--- src/rtl/rank_seq_pkg.sv ---
package rank_seq_pkg;
  localparam int CH_W          = 5;
  localparam int NUM_CH        = 18;
  localparam int RANK_N        = 16;
  localparam int RANKS_PER_REG = 6;
  localparam int STIME_W       = 3;
  localparam int CH_PER_SMPREG = 10;
  localparam int DISC_W        = 3;
  localparam int LEN_W         = 4;
  localparam int LEN_LSB       = 20;
  localparam int ADDR_W        = 4;
  localparam int REG_W         = CH_W * RANKS_PER_REG;
  localparam int IDX_W         = $clog2(RANK_N);

  localparam logic [ADDR_W-1:0] A_CTRL  = 4'd0;
  localparam logic [ADDR_W-1:0] A_STAT  = 4'd1;
  localparam logic [ADDR_W-1:0] A_SEQA  = 4'd2;
  localparam logic [ADDR_W-1:0] A_SEQB  = 4'd3;
  localparam logic [ADDR_W-1:0] A_SEQC  = 4'd4;
  localparam logic [ADDR_W-1:0] A_SMPA  = 4'd5;
  localparam logic [ADDR_W-1:0] A_SMPB  = 4'd6;
  localparam logic [ADDR_W-1:0] A_DATA  = 4'd7;

  // control word bit positions
  localparam int C_SCAN  = 0;
  localparam int C_CONT  = 1;
  localparam int C_DISC  = 2;
  localparam int C_NUM   = 3;
  localparam int C_EXTEN = 6;
  localparam int C_ALIGN = 7;
  localparam int C_SWST  = 8;
  localparam int CTRL_W  = 9;

  typedef enum logic [1:0] {
    SQ_IDLE,
    SQ_REQ,
    SQ_WAIT
  } sq_state_e;
endpackage

--- src/rtl/rank_seq_regs.sv ---
module rank_seq_regs
  import rank_seq_pkg::*;
#(
  parameter int OUT_W = 16
) (
  input  logic                        clk,
  input  logic                        rst_n,
  input  logic                        wr_en,
  input  logic [ADDR_W-1:0]           wr_addr,
  input  logic [REG_W-1:0]            wr_data,
  input  logic [ADDR_W-1:0]           rd_addr,
  output logic [REG_W-1:0]            rd_data,
  input  logic                        sw_taken,
  input  logic                        set_start,
  input  logic                        set_eoc,
  input  logic [OUT_W-1:0]            result_word,
  output logic                        cfg_scan,
  output logic                        cfg_cont,
  output logic                        cfg_disc,
  output logic [DISC_W-1:0]           cfg_num,
  output logic                        cfg_exten,
  output logic                        cfg_align,
  output logic                        sw_pending,
  output logic [LEN_W-1:0]            cfg_len,
  output logic [RANK_N*CH_W-1:0]      rank_vec,
  output logic [NUM_CH*STIME_W-1:0]   stime_vec,
  output logic                        start_q,
  output logic                        eoc_q
);
  localparam int SEQC_W = LEN_LSB + LEN_W;
  localparam int SMPB_W = (NUM_CH - CH_PER_SMPREG) * STIME_W;
  localparam int SMPA_W = CH_PER_SMPREG * STIME_W;

  logic [CTRL_W-1:0] ctrl_q;
  logic [REG_W-1:0]  seqa_q, seqb_q;
  logic [SEQC_W-1:0] seqc_q;
  logic [SMPA_W-1:0] smpa_q;
  logic [SMPB_W-1:0] smpb_q;

  logic wr_stat;
  assign wr_stat = wr_en && (wr_addr == A_STAT);

  always_ff @(posedge clk or negedge rst_n) begin
    if (!rst_n) begin
      ctrl_q  <= '0;
      seqa_q  <= '0;
      seqb_q  <= '0;
      seqc_q  <= '0;
      smpa_q  <= '0;
      smpb_q  <= '0;
      start_q <= 1'b0;
      eoc_q   <= 1'b0;
    end else begin
      if (wr_en && wr_addr == A_CTRL) begin
        ctrl_q <= wr_data[CTRL_W-1:0];
      end else if (sw_taken) begin
        ctrl_q[C_SWST] <= 1'b0;
      end
      if (wr_en && wr_addr == A_SEQA) seqa_q <= wr_data;
      if (wr_en && wr_addr == A_SEQB) seqb_q <= wr_data;
      if (wr_en && wr_addr == A_SEQC) seqc_q <= wr_data[SEQC_W-1:0];
      if (wr_en && wr_addr == A_SMPA) smpa_q <= wr_data[SMPA_W-1:0];
      if (wr_en && wr_addr == A_SMPB) smpb_q <= wr_data[SMPB_W-1:0];
      // write-zero-to-clear; a hardware set in the same cycle dominates
      start_q <= set_start | (start_q & ~(wr_stat & ~wr_data[1]));
      eoc_q   <= set_eoc   | (eoc_q   & ~(wr_stat & ~wr_data[0]));
    end
  end

  assign cfg_scan   = ctrl_q[C_SCAN];
  assign cfg_cont   = ctrl_q[C_CONT];
  assign cfg_disc   = ctrl_q[C_DISC];
  assign cfg_num    = ctrl_q[C_NUM +: DISC_W];
  assign cfg_exten  = ctrl_q[C_EXTEN];
  assign cfg_align  = ctrl_q[C_ALIGN];
  assign sw_pending = ctrl_q[C_SWST];
  assign cfg_len    = seqc_q[LEN_LSB +: LEN_W];

  // unpack rank fields from the three sequence words
  for (genvar r = 0; r < RANK_N; r++) begin : g_rank
    if (r < RANKS_PER_REG) begin : g_a
      assign rank_vec[r*CH_W +: CH_W] = seqa_q[r*CH_W +: CH_W];
    end else if (r < 2*RANKS_PER_REG) begin : g_b
      assign rank_vec[r*CH_W +: CH_W] = seqb_q[(r-RANKS_PER_REG)*CH_W +: CH_W];
    end else begin : g_c
      assign rank_vec[r*CH_W +: CH_W] = seqc_q[(r-2*RANKS_PER_REG)*CH_W +: CH_W];
    end
  end

  // unpack per-channel sample-time codes from the two timing words
  for (genvar c = 0; c < NUM_CH; c++) begin : g_smp
    if (c < CH_PER_SMPREG) begin : g_lo
      assign stime_vec[c*STIME_W +: STIME_W] = smpa_q[c*STIME_W +: STIME_W];
    end else begin : g_hi
      assign stime_vec[c*STIME_W +: STIME_W] = smpb_q[(c-CH_PER_SMPREG)*STIME_W +: STIME_W];
    end
  end

  always_comb begin
    rd_data = '0;
    case (rd_addr)
      A_CTRL: rd_data = REG_W'(ctrl_q);
      A_STAT: rd_data = REG_W'({start_q, eoc_q});
      A_SEQA: rd_data = seqa_q;
      A_SEQB: rd_data = seqb_q;
      A_SEQC: rd_data = REG_W'(seqc_q);
      A_SMPA: rd_data = REG_W'(smpa_q);
      A_SMPB: rd_data = REG_W'(smpb_q);
      A_DATA: rd_data = REG_W'(result_word);
      default: rd_data = '0;
    endcase
  end
endmodule

--- src/rtl/rank_seq_ctrl.sv ---
module rank_seq_ctrl
  import rank_seq_pkg::*;
(
  input  logic                   clk,
  input  logic                   rst_n,
  input  logic                   cfg_scan,
  input  logic                   cfg_cont,
  input  logic                   cfg_disc,
  input  logic [DISC_W-1:0]      cfg_num,
  input  logic                   cfg_exten,
  input  logic                   sw_pending,
  input  logic [LEN_W-1:0]       cfg_len,
  input  logic [RANK_N*CH_W-1:0] rank_vec,
  input  logic                   ext_trig,
  input  logic                   req_ready,
  input  logic                   conv_done,
  output logic                   req_valid,
  output logic [CH_W-1:0]        req_chan,
  output logic                   sw_taken,
  output logic                   accepted
);
  localparam int CNT_W = IDX_W + 1;
  localparam int GRP_W = DISC_W + 1;

  sq_state_e        state_q;
  logic [IDX_W-1:0] idx_q, disc_pos_q;
  logic [GRP_W-1:0] grp_left_q;
  logic             ext_q;

  logic             trig;
  logic [CNT_W-1:0] eff_len;
  logic             last_rank, grp_end;
  logic [IDX_W-1:0] first_idx;

  assign trig      = sw_pending | (cfg_exten & ext_trig & ~ext_q);
  assign eff_len   = (cfg_scan | cfg_disc) ? (CNT_W'(cfg_len) + 1'b1) : CNT_W'(1);
  assign last_rank = (CNT_W'(idx_q) + 1'b1) >= eff_len;
  assign grp_end   = last_rank | (cfg_disc & (grp_left_q == GRP_W'(1)));
  assign first_idx = (cfg_disc && (CNT_W'(disc_pos_q) < eff_len)) ? disc_pos_q : '0;

  assign req_valid = (state_q == SQ_REQ);
  assign req_chan  = rank_vec[idx_q*CH_W +: CH_W];
  assign accepted  = req_valid & req_ready;
  assign sw_taken  = (state_q == SQ_IDLE) & sw_pending;

  always_ff @(posedge clk or negedge rst_n) begin
    if (!rst_n) begin
      state_q    <= SQ_IDLE;
      idx_q      <= '0;
      disc_pos_q <= '0;
      grp_left_q <= '0;
      ext_q      <= 1'b0;
    end else begin
      ext_q <= ext_trig;
      case (state_q)
        SQ_IDLE: begin
          if (trig) begin
            idx_q      <= first_idx;
            grp_left_q <= GRP_W'(cfg_num) + 1'b1;
            state_q    <= SQ_REQ;
          end
        end
        SQ_REQ: begin
          if (req_ready) state_q <= SQ_WAIT;
        end
        SQ_WAIT: begin
          if (conv_done) begin
            if (cfg_disc) begin
              if (grp_end) begin
                disc_pos_q <= last_rank ? '0 : idx_q + 1'b1;
                state_q    <= SQ_IDLE;
              end else begin
                idx_q      <= idx_q + 1'b1;
                grp_left_q <= grp_left_q - 1'b1;
                state_q    <= SQ_REQ;
              end
            end else if (last_rank) begin
              idx_q   <= '0;
              state_q <= cfg_cont ? SQ_REQ : SQ_IDLE;
            end else begin
              idx_q   <= idx_q + 1'b1;
              state_q <= SQ_REQ;
            end
          end
        end
        default: state_q <= SQ_IDLE;
      endcase
    end
  end
endmodule

--- src/rtl/rank_seq_result.sv ---
module rank_seq_result #(
  parameter int SAMPLE_W = 12,
  parameter int SHIFT    = 4,
  localparam int OUT_W   = SAMPLE_W + SHIFT
) (
  input  logic                clk,
  input  logic                rst_n,
  input  logic                conv_done,
  input  logic [SAMPLE_W-1:0] conv_data,
  input  logic                align_left,
  output logic [OUT_W-1:0]    result_q
);
  logic [OUT_W-1:0] aligned;

  assign aligned = align_left ? {conv_data, {SHIFT{1'b0}}} : {{SHIFT{1'b0}}, conv_data};

  always_ff @(posedge clk or negedge rst_n) begin
    if (!rst_n) result_q <= '0;
    else if (conv_done) result_q <= aligned;
  end
endmodule

--- src/rtl/rank_sequencer.sv ---
module rank_sequencer
  import rank_seq_pkg::*;
#(
  parameter int SAMPLE_W = 12,
  parameter int SHIFT    = 4,
  localparam int OUT_W   = SAMPLE_W + SHIFT
) (
  input  logic                clk,
  input  logic                rst_n,
  input  logic                wr_en,
  input  logic [ADDR_W-1:0]   wr_addr,
  input  logic [REG_W-1:0]    wr_data,
  input  logic [ADDR_W-1:0]   rd_addr,
  output logic [REG_W-1:0]    rd_data,
  input  logic                ext_trig,
  output logic                req_valid,
  input  logic                req_ready,
  output logic [CH_W-1:0]     req_chan,
  output logic [STIME_W-1:0]  req_stime,
  input  logic                conv_done,
  input  logic [SAMPLE_W-1:0] conv_data,
  output logic [OUT_W-1:0]    result_data,
  output logic                start_flag,
  output logic                eoc_flag
);
  logic                       cfg_scan, cfg_cont, cfg_disc, cfg_exten, cfg_align;
  logic [DISC_W-1:0]          cfg_num;
  logic [LEN_W-1:0]           cfg_len;
  logic                       sw_pending, sw_taken, accepted;
  logic [RANK_N*CH_W-1:0]     rank_vec;
  logic [NUM_CH*STIME_W-1:0]  stime_vec;

  rank_seq_regs #(.OUT_W(OUT_W)) u_regs (
    .clk(clk), .rst_n(rst_n),
    .wr_en(wr_en), .wr_addr(wr_addr), .wr_data(wr_data),
    .rd_addr(rd_addr), .rd_data(rd_data),
    .sw_taken(sw_taken), .set_start(accepted), .set_eoc(conv_done),
    .result_word(result_data),
    .cfg_scan(cfg_scan), .cfg_cont(cfg_cont), .cfg_disc(cfg_disc),
    .cfg_num(cfg_num), .cfg_exten(cfg_exten), .cfg_align(cfg_align),
    .sw_pending(sw_pending), .cfg_len(cfg_len),
    .rank_vec(rank_vec), .stime_vec(stime_vec),
    .start_q(start_flag), .eoc_q(eoc_flag)
  );

  rank_seq_ctrl u_ctrl (
    .clk(clk), .rst_n(rst_n),
    .cfg_scan(cfg_scan), .cfg_cont(cfg_cont), .cfg_disc(cfg_disc),
    .cfg_num(cfg_num), .cfg_exten(cfg_exten), .sw_pending(sw_pending),
    .cfg_len(cfg_len), .rank_vec(rank_vec), .ext_trig(ext_trig),
    .req_ready(req_ready), .conv_done(conv_done),
    .req_valid(req_valid), .req_chan(req_chan),
    .sw_taken(sw_taken), .accepted(accepted)
  );

  rank_seq_result #(.SAMPLE_W(SAMPLE_W), .SHIFT(SHIFT)) u_result (
    .clk(clk), .rst_n(rst_n),
    .conv_done(conv_done), .conv_data(conv_data),
    .align_left(cfg_align), .result_q(result_data)
  );

  // sample-time lookup for the channel being requested
  always_comb begin
    req_stime = '0;
    for (int c = 0; c < NUM_CH; c++) begin
      if (req_chan == CH_W'(c)) req_stime = stime_vec[c*STIME_W +: STIME_W];
    end
  end
endmodule

--- config.mk ---
export PLATFORM = sky130hd
export DESIGN_NAME = rank_sequencer
export DESIGN_NICKNAME = d
export VERILOG_FILES = /design/src/rtl/rank_seq_pkg.sv /design/src/rtl/rank_seq_regs.sv /design/src/rtl/rank_seq_ctrl.sv /design/src/rtl/rank_seq_result.sv /design/src/rtl/rank_sequencer.sv
export SDC_FILE = /design/constraint.sdc
export NUM_CORES = 1
export LEC_CHECK = 0
export BUFFER_PORTS_ARGS = -buffer_cell sky130_fd_sc_hd__buf_2
export CORE_UTILIZATION = 40
export CTS_CLUSTER_SIZE = 20
export DETAILED_ROUTE_END_ITERATION = 10
export GPL_TIMING_DRIVEN = 1
export PLACE_DENSITY = 0.55
export SYNTH_ARGS = -nofsm -noshare
export SYNTH_HDL_FRONTEND = slang
export SYNTH_SLANG_ARGS = --single-unit
--- constraint.sdc ---
create_clock -name clk -period 3.65 [get_ports clk]
set_input_delay 0.5475 -clock clk [delete_from_list [all_inputs] [get_ports clk]]
set_output_delay 0.5475 -clock clk [all_outputs]
set_load 0.01 [all_outputs]
==> reports/metrics.yaml, run 1 <==
critical_path:
  path_buf_inv: 4
  critPathMaxStageDelay_ns: 0.55
  cp_cell_sequence: "buf_12 -> buf_16 -> mux4_1 -> a22oi_1 -> and2_4 -> inv_8 -> mux2_1 -> a22oi_2 -> o22ai_1 -> a21oi_1 -> o211ai_1 -> buf_2"
  required_ns: 3.10
  arrival_ns: 3.17
  crit_path_end_kind: "output port"
  crit_fanout: 18
  start_kind: "flip-flop"
  criticalPathCategory: "reg -> out"
  cp_top_family: "multiplexers"
  slowest_stage: "mux4_1"
finish:
  syn2layout_area_growth_pct: 20.41
  stdcell_count: 1289
  n_fill_cell: 2220
  utilization_pct: 49.36
  final_layout_size_suffix_gt1_share_pct: 41.44
  final_common_cell: "dfrtp_1"
  final_cell_mix: "dfrtp_1, mux2_2, buf_2, a22oi_1, nand2_1"
  n_antenna_cell: 0
  nNetsFinal: 1026
routing:
  vias_per_cell: 5.911
  drt_iter0_markers: 584
  routedWlPerCell_um: 25.24
  firstDrtPassIters: 6
  vias: 7619
  routed_wl_mm: 32.53
  drc: 0
  antenna_left: 0
yosys:
  async_flop_share_pct: 100.0
  yosys_warnings: 0
  syn_avg_cell_area_um2: 11.66
  synthCells: 830
  ys_types: 67
  synth_edf_count: 0
  synth_ff_type: "dfrtp_1"
  netlist_area_mm2: 0.009681
  syn-num-nets: 899
  ys_seq_elements: 180
  seq_area_frac_synth_pct: 46.53
floorplan:
  die-height_um: 157.6
  die-area_mm2: 0.02483
  initial_utilization_pct: 41.00
  core_mm2: 0.02361
  ios: 113
  rows: 56
  die_x_um: 157.6
timing:
  finClkSkew_ns: 0.01170
  setup_viol: 3
  maxSlewHeadroom_pct: 55.75
  grt_setup_unrepaired: "yes"
  setup_slack_ns: -0.07243
  period_share_pct: 102.0
  max_freq_mhz: 268.6
  report.final.hold_viol_count: 0
  fin_crit_ns: 3.722
  worstMarginPinSlew_ns: 0.6609
  slew_viol_final: 0
grt:
  grt_pass1_wl_mm: 49.09
  overflow: 0
  grt_pass1_vias: 7429
  gr-usage-all-layers_pct: 27.67
  grt_max_degree: 77
  antenna_found_initial: 0
placement:
  dp_hpwl_mm: 23.52
  post-place-cells: 1238
  port_buffers: 112
  gp_congestion: 0.9042
  dp_slack_ns: 0.1881
power_and_ir_drop:
  p_leak_nw: 5.156
  ir_drop_uv: 374.5
  power-per-cell-area_mw_per_mm2: 765.4
cts:
  numCtsBuffers: 17
  ctsLongestPathBuffers: 2
  clock_latency_ns: 0.44
  clock_sinks: 180
  cts_hold_buf: 0
  cts-root-buf: "clkbuf_16"
  cts_tree: "done"
  clk_pin_slew_ns: 0.08
  htree_levels: 4
min_path:
  hold_class: "in -> async"
flow_run:
  cap_viol_max_count: 0
status:
  failed_checks: "setup timing"
  status: "complete, but fails checks"
[worst reg2reg max path: stages, from the launching register on]
cell and delay [ns]:
dfrtp_2 0.46, buf_6 0.15, buf_4 0.14, ha_1 0.33
ha_1 0.28, a21o_1 0.17, a21o_1 0.19, a21o_1 0.21
a2111oi_0 0.49, o21ai_1 0.27, a211oi_1 0.28, a21oi_1 0.06
[final cells by class]
class                           count  area [µm²]  share of cell area, %
Tap cell                          319       399.1                  3.424
Sequential cell                   180        4507                  38.66
Clock buffer                       17       425.4                  3.650
Multi-Input combinational cell    570        4947                  42.44
Clock inverter                     15       198.9                  1.707
Inverter                           27       116.4                 0.9983
Timing Repair Buffer              161        1062                  9.113
[final timing paths]
check | endpoint | start | slack [ns] | depth (start not counted)
worst max-delay path | req_stime[0] | u_ctrl.idx_q[0] | -0.07 | 12
worst min-delay path | u_ctrl.grp_left_q[2] | rst_n | 0.13 | 1
worst max register to register | u_ctrl.grp_left_q[1] | u_ctrl.idx_q[0] | 0.50 | 11
worst min register to register | u_ctrl.disc_pos_q[0] | u_ctrl.disc_pos_q[0] | 0.53 | 2
max in group asynchronous | u_ctrl.idx_q[0] | rst_n | 2.66 | 2
min in group clk | u_ctrl.ext_q | ext_trig | 0.22 | 1
[synth_stat cells (all sizes together), types with 20 or more instances]
cell type / instances / area [µm²]
nand3: 36 / 180.2
mux4: 20 / 473.0
dfrtp: 180 / 4504
nor2: 39 / 146.4
a21oi: 24 / 120.1
o21ai: 35 / 178.9
mux2i: 25 / 250.2
inv: 27 / 101.3
clkbuf: 40 / 151.4
a22oi: 61 / 457.9
mux2: 156 / 1760
nand2: 42 / 157.7
[cell families (layout without fill, tap and decap cells)]
| group | Yosys count | after routing | share of synthesized area (%) |
|---|---|---|---|
| AOI/OAI and AO/OA | 181 | 181 | 13.29 |
| DFF | 180 | 180 | 46.53 |
| xor gates and xnor gates | 5 | 5 | 0.4524 |
| muxes | 201 | 201 | 25.66 |
| and+or+nand+nor | 170 | 170 | 8.621 |
| adders and majority gates | 13 | 13 | 1.680 |
| buffers and inverters | 80 | 220 | 3.774 |
[sequential cells by signal, summed over array words and instances (netlist names), 9 cells and up]
signal / cells
u_regs.seqa_q: 30
u_regs.ctrl_q: 9
u_regs.smpa_q: 30
u_regs.seqb_q: 30
u_regs.smpb_q: 24
u_result.result_q: 16
u_regs.seqc_q: 24
[layer usage]
layer / up-vias / wire length (µm) / share of wire [%] / global-route usage, %
li1: 3397 / - / - / -
met1: 3918 / 14520 / 45 / 38.86
met2: 255 / 14890 / 46 / 41.82
met3: 49 / 2009 / 6.2 / 5.892
met4: 0 / 1108 / 3.4 / 10.08
met5: - / 0 / 0 / 0
[per-stage QoR]
step / total power [mW] / area (µm²) / hold slack [ns] / setup TNS, ns
final: 8.921 / 11660 / 0.1266 / -0.1436
after global routing: 9.402 / 11660 / 0.1634 / -0.5300
after CTS: 8.740 / 11560 / 0.1404 / -0.2024
after detailed placement: 6.310 / 10670 / 0.5210 / 0
after global placement: 6.338 / 10670 / 0.5175 / 0
after floorplan: 5.145 / 9681 / 0.2519 / 0
[report_power, final]
part           internal [mW]  total, mW  switching [mW]  leakage, nW
Clock                  0.943       1.90           0.961        0.301
Combinational           1.99       3.92            1.93         2.65
Sequential              2.45       3.10           0.644         2.20
Total                   5.38       8.92            3.54         5.16
[what timing repair did]
action | 4_1_cts | 5_1_grt
setup endpoints to repair | 3 | 3
pin swaps | 13 | 3
gates cloned | 1 | 0
resized for setup | 32 | 18
setup buffers | 13 | 5
Power figures use the tool's default switching activity.
==> inputs of run 2 (changes only) <==
- CTS_BUF_LIST: default -> sky130_fd_sc_hd__clkbuf_2 sky130_fd_sc_hd__clkbuf_4 sky130_fd_sc_hd__clkbuf_8
- TNS_END_PERCENT: default -> 10
==> run 2 against run 1 <==
- the run still ends with setup timing left
- sequential power hardly changed
- global-route usage about the same
- critical endpoint is now req_stime[1]
- clock-buffer cell count unchanged
- total power is 6.3% lower
- utilization shrank 1.0 points
- register-to-register slack about the same
- first-iteration DRC count grew 16%
- setup slack worse by 0.070 ns
- largest power group unchanged
- die area unchanged
- worst hold slack lost 0.053 ns
- via count down 0.47%
==> reports/metrics.yaml, run 2 (synthesis gave the netlist of run 1 again) <==
timing:
  max_freq_mhz: 263.7  # -1.8%
  period_share_pct: 103.9  # +1.9 points
  finClkSkew_ns: 0.01771  # +0.006007 ns
  maxSlewHeadroom_pct: 55.25  # -0.50 points
  slew_viol_final: 0  # unchanged
  tns_ns: -0.3939  # -0.2503 ns
  report.final.hold_viol_count: 0  # unchanged
  grt_setup_unrepaired: "yes"
  fin_crit_ns: 3.793  # +0.07013 ns
  setup_viol: 3  # unchanged
  setup_slack_ns: -0.1426  # -0.07013 ns
  worstMarginPinSlew_ns: 0.6683  # +0.007413 ns
cts:
  ctsLongestPathBuffers: 2  # unchanged
  cts_hold_buf: 0  # unchanged
  cts_tree: "done"
  clock_sinks: 180  # unchanged
  htree_levels: 4  # unchanged
  clk_pin_slew_ns: 0.11  # +0.03 ns
  clock_latency_ns: 0.48  # +0.04 ns
  cts-root-buf: "clkbuf_8"
  numCtsBuffers: 17  # unchanged
grt:
  grt_pass1_wl_mm: 49.09  # about the same
  grt_max_degree: 77  # unchanged
  grt_pass1_vias: 7424  # -0.067%
  met2_usage_pct: 42.31  # +0.48 points
  busiest_layer: "met2"
  use_met1_pct: 39.05  # +0.19 points
  antenna_found_initial: 0  # unchanged
  overflow: 0  # unchanged
  gr-usage-all-layers_pct: 27.65  # about the same
  met3_usage_pct: 5.231  # -0.66 points
placement:
  gp_congestion: 0.9042  # unchanged
  port_buffers: 112  # unchanged
  dp_hpwl_mm: 23.52  # unchanged
routing:
  vias_per_cell: 5.901  # -0.16%
  firstDrtPassIters: 7  # +1
  antenna_left: 0  # unchanged
  drc: 0  # unchanged
  vias: 7583  # -0.47%
  drt_iter0_markers: 680  # +16%
  routed_wl_mm: 32.61  # +0.25%
  routedWlPerCell_um: 25.38  # +0.56%
critical_path:
  worst-r2r-setup-slack_ns: 0.49  # about the same
  reg2regPathDepth: 11  # unchanged
  start_kind: "flip-flop"
  cp_top_family: "compound AO/OA/AOI/OAI gates"
  critPathMaxStageDelay_ns: 0.50  # -0.05 ns
  required_ns: 3.10  # about the same
  path_buf_inv: 3  # -1
  crit_path_end_kind: "output port"
  reg2reg_to: "u_ctrl.grp_left_q[1]"
  criticalPathCategory: "reg -> out"
  cp_cell_sequence: "buf_6 -> mux4_2 -> mux2i_2 -> buf_4 -> mux2i_1 -> o211ai_1 -> a22oi_1 -> a31oi_2 -> o31ai_2 -> o221ai_1 -> buf_2"
  crit_fanout: 5  # -13
  slowest_stage: "mux4_2"
  arrival_ns: 3.25  # +0.08 ns
  worst_setup_path_startpoint: "u_ctrl.idx_q[0]"
  reg2reg_from: "u_ctrl.idx_q[0]"
floorplan:
  die-area_mm2: 0.02483  # unchanged
  initial_utilization_pct: 41.00  # unchanged
  die-height_um: 157.6  # unchanged
  die_x_um: 157.6  # unchanged
  ios: 113  # unchanged
  core_mm2: 0.02361  # unchanged
  rows: 56  # unchanged
power_and_ir_drop:
  p_leak_nw: 5.047  # -2.1%
  power.switching_mw: 3.465  # -2.0%
  p_comb_share_pct: 45.6  # +1.7 points
  internal_power_mw: 4.897  # -9.1%
  p_clk_share_pct: 17.3  # -4.0 points
  pwr-share-seq_pct: 37.1  # +2.4 points
  ir_drop_uv: 363.5  # -2.9%
  power-per-cell-area_mw_per_mm2: 732.9  # -4.2%
  finalPower_mw: 8.361  # -6.3%
  netSwitchingFraction_pct: 41.44  # +1.8 points
finish:
  largestRegisters: "u_regs.seqa_q: 30 flops, u_regs.seqb_q: 30 flops, u_regs.smpa_q: 30 flops"
  n_antenna_cell: 0  # unchanged
  multi_input_area_mm2: 0.004935  # -0.25%
  syn2layout_area_growth_pct: 17.85
  utilization_pct: 48.32  # -1.0 points
  final_common_cell: "dfrtp_1"
  nNetsFinal: 1022  # -0.39%
  final_cell_mix: "dfrtp_1, mux2_2, buf_2, a22oi_1, nand2_1"
  regArea_mm2: 0.004507  # unchanged
  n_fill_cell: 2244  # +1.1%
  final_layout_size_suffix_gt1_share_pct: 40.89  # -0.55 points
flow_run:
  cap_viol_max_count: 0  # unchanged
status:
  failed_checks: "setup timing"
  status: "complete, but fails checks"
min_path:
  hold_class: "in -> async"
## run 2: changes by cell type in the layout (fill, tap and decap cells not counted), sizes merged
cell	previous run	this run
buf	160	156
## run 2: how the worst max path moves through the flow
stage | endpoint | slack, ns | cells after the start
after floorplan | req_stime[2] | 0.55 | 11
after global placement | req_stime[1] | 0.18 | 12
after detailed placement | req_stime[2] | 0.19 | 11
after CTS | req_stime[2] | -0.14 | 11
after global routing | req_stime[2] | -0.27 | 11
final | req_stime[1] | -0.14 | 11
## run 2: cell type report
cell class	instances	share of cell area, %
multi-input cells	570	43.26
repair buffers	157	8.949
flip-flops and latches	180	39.50
well taps	319	3.499
clock buffers	17	2.051
clock inverters	15	1.744
inverters	27	0.9980
## run 2: per-layer routing
layer  up-vias  wire (µm)
li1       3383          -
met1      3918      14710
met2       236      15070
met3        46       1873
met4         0        964
met5         -          0
## run 2: power by group through the flow
stage / Combinational [mW] / Sequential (mW) / Clock [mW]
finish: 3.81 / 3.10 / 1.45
global route: 4.11 / 3.14 / 1.56
CTS: 3.72 / 3.08 / 1.49
detailed placement: 3.21 / 3.10 / 0
global placement: 3.23 / 3.11 / 0
floorplan: 2.38 / 2.76 / 0
## run 2: repair_timing
item,in CTS,in global routing
gates cloned,1,0
setup buffers,13,1
endpoints found under the setup margin,3,3
pin swaps,13,3
resized for setup,32,10
## run 2: stage by stage
step | setup slack, ns | std cells | area, µm² | hold WS [ns]
floorplan | 0.5506 | 830 | 9681 | 0.2519
global placement | 0.1829 | 1238 | 10670 | 0.5175
detailed placement | 0.1881 | 1238 | 10670 | 0.5210
CTS | -0.1354 | 1284 | 11370 | 0.08102
global route | -0.2693 | 1285 | 11410 | 0.09473
finish | -0.1426 | 1285 | 11410 | 0.07369
